File: src/rtl/ternRoutePkg.sv
package ternRoutePkg;
  localparam int CELL_COUNT = 7;
  localparam int HORZ_COUNT = 2 * CELL_COUNT + 1;
  localparam int VERT_COUNT = 12;
  localparam int SEL_W      = $clog2(HORZ_COUNT + 1);
  localparam int TRIT_W     = 2;

  typedef logic [TRIT_W-1:0] trit_t;
  localparam trit_t TRIT_O = 2'b00;
  localparam trit_t TRIT_P = 2'b01;
  localparam trit_t TRIT_N = 2'b10;

  // strobes from decode control to the mux datapath, one per vertical line
  typedef struct packed {
    logic                  link;
    logic [HORZ_COUNT-1:0] pick;
  } lineStrobe_t;
endpackage

File: src/rtl/ternRouteCtrl.sv
module ternRouteCtrl
  import ternRoutePkg::*;
#(
  parameter int NUM_VERT = VERT_COUNT,
  parameter int NUM_HORZ = HORZ_COUNT,
  parameter int CODE_W   = SEL_W,
  localparam int CFG_W   = NUM_VERT * CODE_W
) (
  input  logic [CFG_W-1:0] routeCfg,
  output lineStrobe_t      strb [NUM_VERT]
);
  logic [CODE_W-1:0] code [NUM_VERT];

  for (genvar v = 0; v < NUM_VERT; v++) begin : g_field
    assign code[v] = routeCfg[v*CODE_W +: CODE_W];

    always_comb begin
      strb[v].link = 1'b0;
      strb[v].pick = '0;
      for (int h = 0; h < NUM_HORZ; h++) begin
        if (code[v] == CODE_W'(h + 1)) begin
          strb[v].pick[h] = 1'b1;
          strb[v].link    = 1'b1;
        end
      end
    end
  end

  always_comb begin
    for (int v = 0; v < NUM_VERT; v++) begin

      one_pick_chk: assert ($onehot0(strb[v].pick));

      zero_code_chk: assert ((code[v] != '0) || !strb[v].link);
    end
  end
endmodule

File: src/rtl/ternRouteDatapath.sv
module ternRouteDatapath
  import ternRoutePkg::*;
#(
  parameter int NUM_VERT = VERT_COUNT,
  parameter int NUM_HORZ = HORZ_COUNT
) (
  input  trit_t       horz     [NUM_HORZ],
  input  lineStrobe_t strb     [NUM_VERT],
  output trit_t       vertTrit [NUM_VERT],
  output logic        vertLink [NUM_VERT]
);
  for (genvar v = 0; v < NUM_VERT; v++) begin : g_mux
    always_comb begin
      vertTrit[v] = TRIT_O;
      for (int h = 0; h < NUM_HORZ; h++) begin
        vertTrit[v] = vertTrit[v] | ({TRIT_W{strb[v].pick[h]}} & horz[h]);
      end
      vertLink[v] = strb[v].link;
    end
  end

  always_comb begin
    for (int v = 0; v < NUM_VERT; v++) begin

      idle_line_chk: assert (strb[v].link || (vertTrit[v] == TRIT_O));
      for (int h = 0; h < NUM_HORZ; h++) begin
        if (strb[v].pick[h]) begin

          mux_match_chk: assert (vertTrit[v] == horz[h]);
        end
      end
    end
  end
endmodule

File: src/rtl/ternRouteSwitch.sv
module ternRouteSwitch
  import ternRoutePkg::*;
#(
  parameter int NUM_CELLS = CELL_COUNT,
  parameter int NUM_VERT  = VERT_COUNT,
  localparam int NUM_HORZ = 2 * NUM_CELLS + 1,
  localparam int CODE_W   = $clog2(NUM_HORZ + 1),
  localparam int CFG_W    = NUM_VERT * CODE_W
) (
  input  logic [NUM_CELLS*TRIT_W-1:0] cellMain,
  input  logic [NUM_CELLS*TRIT_W-1:0] cellAux,
  input  logic [TRIT_W-1:0]           extPin,
  input  logic [CFG_W-1:0]            routeCfg,
  output logic [NUM_VERT*TRIT_W-1:0]  vertOut,
  output logic [NUM_VERT-1:0]         vertValid
);
  trit_t       horz     [NUM_HORZ];
  lineStrobe_t strb     [NUM_VERT];
  trit_t       vertTrit [NUM_VERT];
  logic        vertLink [NUM_VERT];

  // line 2m-1 is cell m primary, line 2m its auxiliary, last line the pin
  for (genvar m = 0; m < NUM_CELLS; m++) begin : g_cell
    assign horz[2*m]     = cellMain[m*TRIT_W +: TRIT_W];
    assign horz[2*m + 1] = cellAux[m*TRIT_W +: TRIT_W];
  end
  assign horz[NUM_HORZ-1] = extPin;

  ternRouteCtrl #(
    .NUM_VERT (NUM_VERT),
    .NUM_HORZ (NUM_HORZ),
    .CODE_W   (CODE_W)
  ) ctrl (
    .routeCfg (routeCfg),
    .strb     (strb)
  );

  ternRouteDatapath #(
    .NUM_VERT (NUM_VERT),
    .NUM_HORZ (NUM_HORZ)
  ) dp (
    .horz     (horz),
    .strb     (strb),
    .vertTrit (vertTrit),
    .vertLink (vertLink)
  );

  for (genvar v = 0; v < NUM_VERT; v++) begin : g_pack
    assign vertOut[v*TRIT_W +: TRIT_W] = vertTrit[v];
    assign vertValid[v]                = vertLink[v];
  end

  always_comb begin
    for (int v = 0; v < NUM_VERT; v++) begin
      if (routeCfg[v*CODE_W +: CODE_W] == CODE_W'(NUM_HORZ)) begin

        ext_pin_chk: assert (vertOut[v*TRIT_W +: TRIT_W] == extPin && vertValid[v]);
      end
    end
  end
endmodule

File: config.mk
export PLATFORM = sky130hd
export DESIGN_NAME = ternRouteSwitch
export DESIGN_NICKNAME = d
export VERILOG_FILES = /design/src/rtl/ternRoutePkg.sv /design/src/rtl/ternRouteCtrl.sv /design/src/rtl/ternRouteDatapath.sv /design/src/rtl/ternRouteSwitch.sv
export SDC_FILE = /design/constraint.sdc
export NUM_CORES = 1
export LEC_CHECK = 0
export ABC_AREA = 1
export CORE_ASPECT_RATIO = 0.75
export CORE_MARGIN = 2
export CORE_UTILIZATION = 32
export DETAILED_ROUTE_END_ITERATION = 6
export GPL_TIMING_DRIVEN = 1
export SETUP_SLACK_MARGIN = 0.3
export SYNTH_ARGS = -nofsm -noshare
export SYNTH_HDL_FRONTEND = slang
export SYNTH_SLANG_ARGS = --single-unit
File: constraint.sdc
create_clock -name vclk -period 2.6
set_input_delay 0.78 -clock vclk [all_inputs]
set_output_delay 0.78 -clock vclk [all_outputs]
set_load 0.05 [all_outputs]
Yosys cells after proc, flatten, opt, wreduce, memory -nomap -nowiden:

Index checks and enable logic that the tools add are counted.

* bits in registers: 0
* logic and storage cells: 864

* eq/ne operators: 180
* multiplexer cells: 336
* bitwise gates (word level): 348

Operator list (count)
* == test 4 bit (second input constant): 96
* bitwise AND 2 bit: 180
* bitwise OR 2 bit: 168
* 2-to-1 mux 1 bit: 324
* == test 4 x 3 -> 1 bit (second input constant): 48
* == test 4 x 2 -> 1 bit (second input constant): 24
* == test 4 x 1 -> 1 bit (second input constant): 12
* 2-to-1 mux 2 bit: 12

Longest topological paths before layout:

Gate-level depths: netlist (run 1).

* depth after elaboration: 18
* gate-level depth with buffers: 8
* mapped depth without buffers: 8

Modules after synthesis:

Synthesis (run 1) repeated with hierarchy kept, for this count alone.

* cells, all modules: 1218
* area total of the unflattened synthesis: 4834.6 um^2

By module, submodules not included
* ternRouteDatapath: times used 1, cells an instance 858, area an instance 3483.3 um^2, sequential area each 0.0 um^2
* ternRouteCtrl: times used 1, cells an instance 360, area an instance 1351.3 um^2, sequential area each 0.0 um^2

Worst setup path before layout (run 1):

OpenSTA, ideal clock, no wires.

* kind: input-to-output
* start point: in cellMain[2]
* end point: out vertOut[10]
* arrival: 1.652 ns
* required time: 1.820 ns
* setup slack: 0.168 ns
* stages: 7
* cells stage by stage: buf_1 -> nand3_1 -> nand2_1 -> nor2_1 -> nand2_1 -> inv_1 -> nand2_1

* cells in the longest elaborated chain, start to end: 14

Ends and longest elaborated chain
* from (decl): RTL line ternRouteSwitch.sv:10 `input logic [NUM_CELLS*TRIT_W-1:0] cellMain,`
* bitwise AND 2 bit: RTL line ternRouteDatapath.sv:16 `vertTrit[v] = vertTrit[v] | ({TRIT_W{strb[v].pick[h]}} & horz[h]);`
* bitwise OR 2 bit (13 in series): RTL line ternRouteDatapath.sv:16
* to (decl): RTL line ternRouteSwitch.sv:14 `output logic [NUM_VERT*TRIT_W-1:0] vertOut,`

Every way passes these cells.

Worst setup path after layout (run 1):

* start point: in routeCfg[1]
* end point: out vertOut[0]

* cells in the longest elaborated chain, start to end: 17
* elaborated cells between the ends (all ways): 59

Ends and longest elaborated chain
* from (decl): RTL line ternRouteSwitch.sv:13 `input logic [CFG_W-1:0] routeCfg,`
* == test 4 x 1 -> 1 bit or == test 4 x 2 -> 1 bit (tied branches): RTL line ternRouteCtrl.sv:21 `if (code[v] == CODE_W'(h + 1)) begin`
* 2-to-1 mux 1 bit: RTL line ternRouteCtrl.sv:21
* bitwise AND 2 bit: RTL line ternRouteDatapath.sv:16
* bitwise OR 2 bit (13 in series): RTL line ternRouteDatapath.sv:16
* bitwise OR 2 bit *: RTL line ternRouteDatapath.sv:16

Mark *: on every way between the ends. The rest lies on a longest branch, timed or not.

==> qor.yml, run 1 <==
yosysWarnings: 0
critPathArrivalTime_ns: 1.86
dieWidth_um: 141.2
yosysMostFrequentCell: "nand2_1"
routed_wl_mm: 28.42
ant_nets: 0
instances_no_fill: 1431
antenna_found_initial: 0
drcViolationCount: 14
nFillCells: 1103
critical-path-top-delay-family: "simple AND/OR/NAND/NOR gates"
gp_congestion: 0.8923
hold_buffers: 0
hpwl_mm: 13.85
ys_seq_area_share_pct: 0
core_mm2: 0.01375
grt_pass1_wl_mm: 40.97
worst_hold_slack_ns: 1.942
drv_cap: 0
port_buffers: 114
critPathMostFrequentCell: "nand2_1"
setup_viol: 2
final_nets: 1336
cp_slowest_cell: "nor2_4"
hold_class: "input port to primary output"
rsz0062_at_grt: "yes"
vdd_ir_drop_max_uv: 199.6
synth_nets: 1140
max_freq_mhz: 378.2
gr-total-overflow: 0
n_clock_buffer: 0
synthTopCellsByCount: "nand2_1, nand3_1, nor2_1"
place_ws_ns: -0.4460
fin_ws_ns: -0.04415
syn_area_mm2: 0.004521
worst_pin_slew_ns: 0.3080
outcome: "finished with violations"
ys_top_cells_by_area: "nand2_1, nand3_1, nor2_1, inv_1, nor2_2"
routed_via_density: 5.769
worstPathCellList: "buf_8 > buf_6 > nor2_4 > nand3_2 > nand2_1 > nor2_1 > nand2_1 > inv_1 > nand2_2 > buf_12"
start_util_pct: 32.88
max_stage_delay_ns: 0.23
hold_viol_final: 0
synth_top_cell_by_area: "nand2_1"
crit_type: "input port to primary output"
maxSlewHeadroom_pct: 79.42
grt_max_degree: 9
syn_inst: 1062
diodes: 0
synth.distinct_cells: 11
area_growth_pct: 105.2
avgSynthCellArea_um2: 4.257
start_kind: "input port"
drive_gt1_share_pct: 44.43
drt_iter0_drc: 1077
vias: 8255
drtPass1Iterations: 7
violations: "DRC, setup timing"
min_period_ns: 2.644
multi_input_area_mm2: 0.004957
leakagePower_uw: 0.004609
period_share_pct: 101.7
power_density_mw_per_mm2: 211.6
yosysTopAreaCellShare_pct: 33.88
place_inst: 1396
seq_cells: 0
die-area_mm2: 0.01510
critical_path_required_ns: 1.82
rows: 37
grt_pass1_vias: 7520
critical_path_buf_inv_count: 4
ios: 114
chipHeight_um: 106.9
cp_max_fo: 6
register_area_um2: 0
cp-end-kind: "primary output"
grtUsageTotal_pct: 35.06
avgRoutedWirePerCell_um: 19.86
drv_slew: 0
-- power breakdown --
group          switching, µW  internal, µW
combinational           1110           853
clock                      0             0
sequential                 0             0
total                   1110           853
-- stage by stage --
stage / area, µm² / total power (µW) / setup TNS (ns) / util, %
final: 9276 / 1963 / -0.07298 / 67.47
after global routing: 9276 / 2022 / -0.2235 / 67.47
after CTS: 8692 / 1797 / 0 / 63.22
after detailed placement: 6965 / 1446 / -11.03 / 50.66
after global placement: 6965 / 1442 / -10.66 / 50.66
after floorplan: 4596 / 687.0 / 0 / -
-- layout make-up --
| cell class | count | area share, % |
|---|---|---|
| inverter | 144 | 7.014 |
| multi-input combinational | 888 | 53.44 |
| tap | 175 | 2.360 |
| timing repair buffer | 224 | 37.19 |
-- cell usage in the layout (no fill, tap or decap), types with 14 or more instances in the layout --
cell     synthesis  layout
nand2_1        408     345
nand3_1        288     191
nand3_2          0      97
nor2_1         156      94
buf_12           0      70
inv_1          114      68
nor2_4          12      63
inv_2           30      58
buf_6            0      53
nand2_2          0      51
buf_4            0      51
nor2_2          24      35
buf_16           0      30
buf_8            0      14
-- routing by layer --
| layer | wire length [µm] | vias up | GRT usage [%] |
|---|---|---|---|
| met3 | 4689 | 281 | 9.915 |
| met1 | 9623 | 3561 | 43.91 |
| met4 | 3125 | 0 | 24.00 |
| met5 | 0 | - | 0 |
| li1 | - | 3735 | - |
| met2 | 10990 | 678 | 52.05 |
-- timing repair --
item / CTS / global route
pin swaps: 165 / 72
endpoints found under the hold margin: 0 / 0
endpoints found under the setup margin: 36 / 27
buffers inserted: 3 / 2
resized for setup: 747 / 150
cloned: 30 / 0
-- logic make-up (layout without fill, tap and decap cells) --
family | after synthesis | in the layout | synth area share, %
buffers and inverters | 174 | 368 | 14.97
and+or+nand+nor | 888 | 888 | 85.03
-- path summary, 6_finish.rpt --
check | start | to | slack (ns) | depth (start not counted)
max | routeCfg[1] | vertOut[0] | -0.04 | 10
min | routeCfg[30] | vertValid[7] | 1.94 | 4
(Power assumes the default switching activity.)
==> run 2: changes to the inputs <==
--- a/config.mk
+++ b/config.mk
@@ -6,11 +6,14 @@
 export NUM_CORES = 1
 export LEC_CHECK = 0
 export ABC_AREA = 1
+export CELL_PAD_IN_SITES_DETAIL_PLACEMENT = 1
+export CELL_PAD_IN_SITES_GLOBAL_PLACEMENT = 1
 export CORE_ASPECT_RATIO = 0.75
 export CORE_MARGIN = 2
-export CORE_UTILIZATION = 32
+export CORE_UTILIZATION = 34
 export DETAILED_ROUTE_END_ITERATION = 6
 export GPL_TIMING_DRIVEN = 1
+export PLACE_DENSITY_LB_ADDON = 0.1
 export SETUP_SLACK_MARGIN = 0.3
 export SYNTH_ARGS = -nofsm -noshare
 export SYNTH_HDL_FRONTEND = slang
==> qor.yml, run 2 <==
outcome: "stopped before the end"
haltStage: "clock tree synthesis (4_1_cts)"
tool.error: "[ERROR DPL-0033] detailed placement checks failed during check placement."
synthAdderAreaFrac_pct: 0
yosysWarnings: 0
ys_top_cells_by_area: "nand2_1, nand3_1, nor2_1, inv_1, nor2_2"
synth.distinct_cells: 11
port_buffers: 114
synth_top_family_by_area: "simple AND/OR/NAND/NOR gates"
post_cts_buffers: 8
start_util_pct: 34.85
place_ws_ns: -0.5099
avgSynthCellArea_um2: 4.257
chipHeight_um: 103.9
placedInstanceArea_mm2: 0.006998
synth_top_cell_by_area: "nand2_1"
cts_resized: 789
synth_nets: 1140
syn_area_mm2: 0.004521
gp_congestion: 0.8993
dieWidth_um: 137.1
synthMuxAreaShare_pct: 0
synth-compound-area-share_pct: 0
rows: 36
synth-xor-area-share_pct: 0
ys_seq_area_share_pct: 0
yosysTopAreaCellShare_pct: 33.88
yosysMostFrequentCell: "nand2_1"
synth_simple_gate_area_share_pct: 85.03
syn_inst: 1062
synthTopCellsByCount: "nand2_1, nand3_1, nor2_1"
hpwl_mm: 17.63
hold_buffers: 0
ios: 114
-- run 2: per-stage QoR --
stage                     cells  hold WS, ns  util, %
after floorplan            1062        1.899        -
after detailed placement   1397        2.452    53.94
after global placement     1397        2.444    53.94
-- run 2: cell families after synthesis --
kind of cell / after synthesis
and+or+nand+nor: 888
buffers and inverters: 174
==> run 3: changes to the inputs <==
--- a/config.mk
+++ b/config.mk
@@ -6,15 +6,11 @@
 export NUM_CORES = 1
 export LEC_CHECK = 0
 export ABC_AREA = 1
-export CELL_PAD_IN_SITES_DETAIL_PLACEMENT = 1
-export CELL_PAD_IN_SITES_GLOBAL_PLACEMENT = 1
-export CORE_ASPECT_RATIO = 0.75
 export CORE_MARGIN = 2
-export CORE_UTILIZATION = 34
+export CORE_UTILIZATION = 30
 export DETAILED_ROUTE_END_ITERATION = 6
 export GPL_TIMING_DRIVEN = 1
-export PLACE_DENSITY_LB_ADDON = 0.1
-export SETUP_SLACK_MARGIN = 0.3
+export PLACE_DENSITY_LB_ADDON = 0.15
 export SYNTH_ARGS = -nofsm -noshare
 export SYNTH_HDL_FRONTEND = slang
 export SYNTH_SLANG_ARGS = --single-unit
==> qor.yml, run 3 (synthesized netlist as in run 1, its figures left out) <==
port_buffers: 114
maxSlewHeadroom_pct: 79.56
ios: 114
final_cell_mix: "nand2_1, nand3_1, nor2_1, buf_4, inv_1"
worst_hold_slack_ns: 1.969
drv_slew: 0
final_nets: 1344
start_kind: "input port"
grtUsageTotal_pct: 29.99
dieWidth_um: 126.8
power_density_mw_per_mm2: 212.1
vdd_ir_drop_max_uv: 136.4
worst_pin_slew_ns: 0.3059
area_growth_pct: 85.55
grt_max_degree: 13
layout_commonest_cell: "nand2_1"
die-area_mm2: 0.01607
rsz0062_at_grt: "yes"
finalPower_uw: 1779
avgRoutedWirePerCell_um: 18.37
start_util_pct: 30.87
hold_viol_final: 0
cp-end-kind: "primary output"
diodes: 0
antenna_found_initial: 0
crit_type: "input port to primary output"
core_mm2: 0.01464
drive_gt1_share_pct: 40.43
period_share_pct: 99.84
chipHeight_um: 126.8
drv_cap: 0
fin_tns_setup_ns: 0
ant_nets: 0
register_area_um2: 0
seq_cells: 0
leakagePower_uw: 0.004432
vias: 7982
rows: 44
grt_pass1_wl_mm: 37.83
max_freq_mhz: 385.2
place_ws_ns: -0.5005
gp_congestion: 0.9161
grt_pass1_vias: 7043
drcViolationCount: 2
drt_iter0_drc: 1070
cp_max_fo: 5
hold_class: "input port to primary output"
routed_wl_mm: 26.60
min_period_ns: 2.596
setup_viol: 0
outcome: "finished with violations"
gr-total-overflow: 0
drtPass1Iterations: 7
routed_via_density: 5.512
fin_ws_ns: 0.004056
hpwl_mm: 14.03
violations: "DRC"
n_clock_buffer: 0
critPathArrivalTime_ns: 1.82
critical_path_required_ns: 1.82
## run 3: worst max-delay path: stages
cell     delay, ns
buf_6         0.14
inv_4         0.05
buf_4         0.13
nand2_1       0.08
nor2_1        0.07
nand2_1       0.10
nand3_2       0.08
nor2_2        0.13
nand2_2       0.10
buf_12        0.16
## run 3: worst paths after layout
check | start | to | slack [ns] | cells past startpoint
hold / removal | routeCfg[13] | vertValid[3] | 1.97 | 4
setup / recovery | routeCfg[41] | vertOut[21] | 0.004 | 10
## run 3: area by class of cell
| cell class | count | area (µm²) |
|---|---|---|
| Tap cell | 184 | 230.2 |
| Multi-Input combinational cell | 888 | 4627 |
| Fill cell | 1427 | 6256 |
| Timing Repair Buffer | 232 | 2980 |
| Inverter | 144 | 550.5 |
## run 3: per-stage QoR
stage | cell area [µm²] | std cells | util [%]
after floorplan | 4521 | 1062 | -
after global placement | 7064 | 1423 | 48.24
after detailed placement | 7064 | 1423 | 48.24
after CTS | 7849 | 1447 | 53.60
after global routing | 8388 | 1448 | 57.28
final | 8388 | 1448 | 57.28
## run 3: where the power goes
part / internal [µW] / switching [µW]
Clock: 0 / 0
Combinational: 755 / 1020
Sequential: 0 / 0
Total: 755 / 1020
## run 3: repair_timing
item	4_1_cts	5_1_grt
endpoints found under the setup margin	36	24
hold buffers	0	0
pin swaps	40	108
buffers inserted	1	2
cloned	23	7
gates resized for setup	375	277
## run 3: routing by layer
layer	routed length (µm)	part of all wire (%)	track usage [%]
met3	4038	15	7.634
met4	2230	8.4	18.10
met5	0	0	0
met1	9455	36	37.96
met2	10880	41	45.79
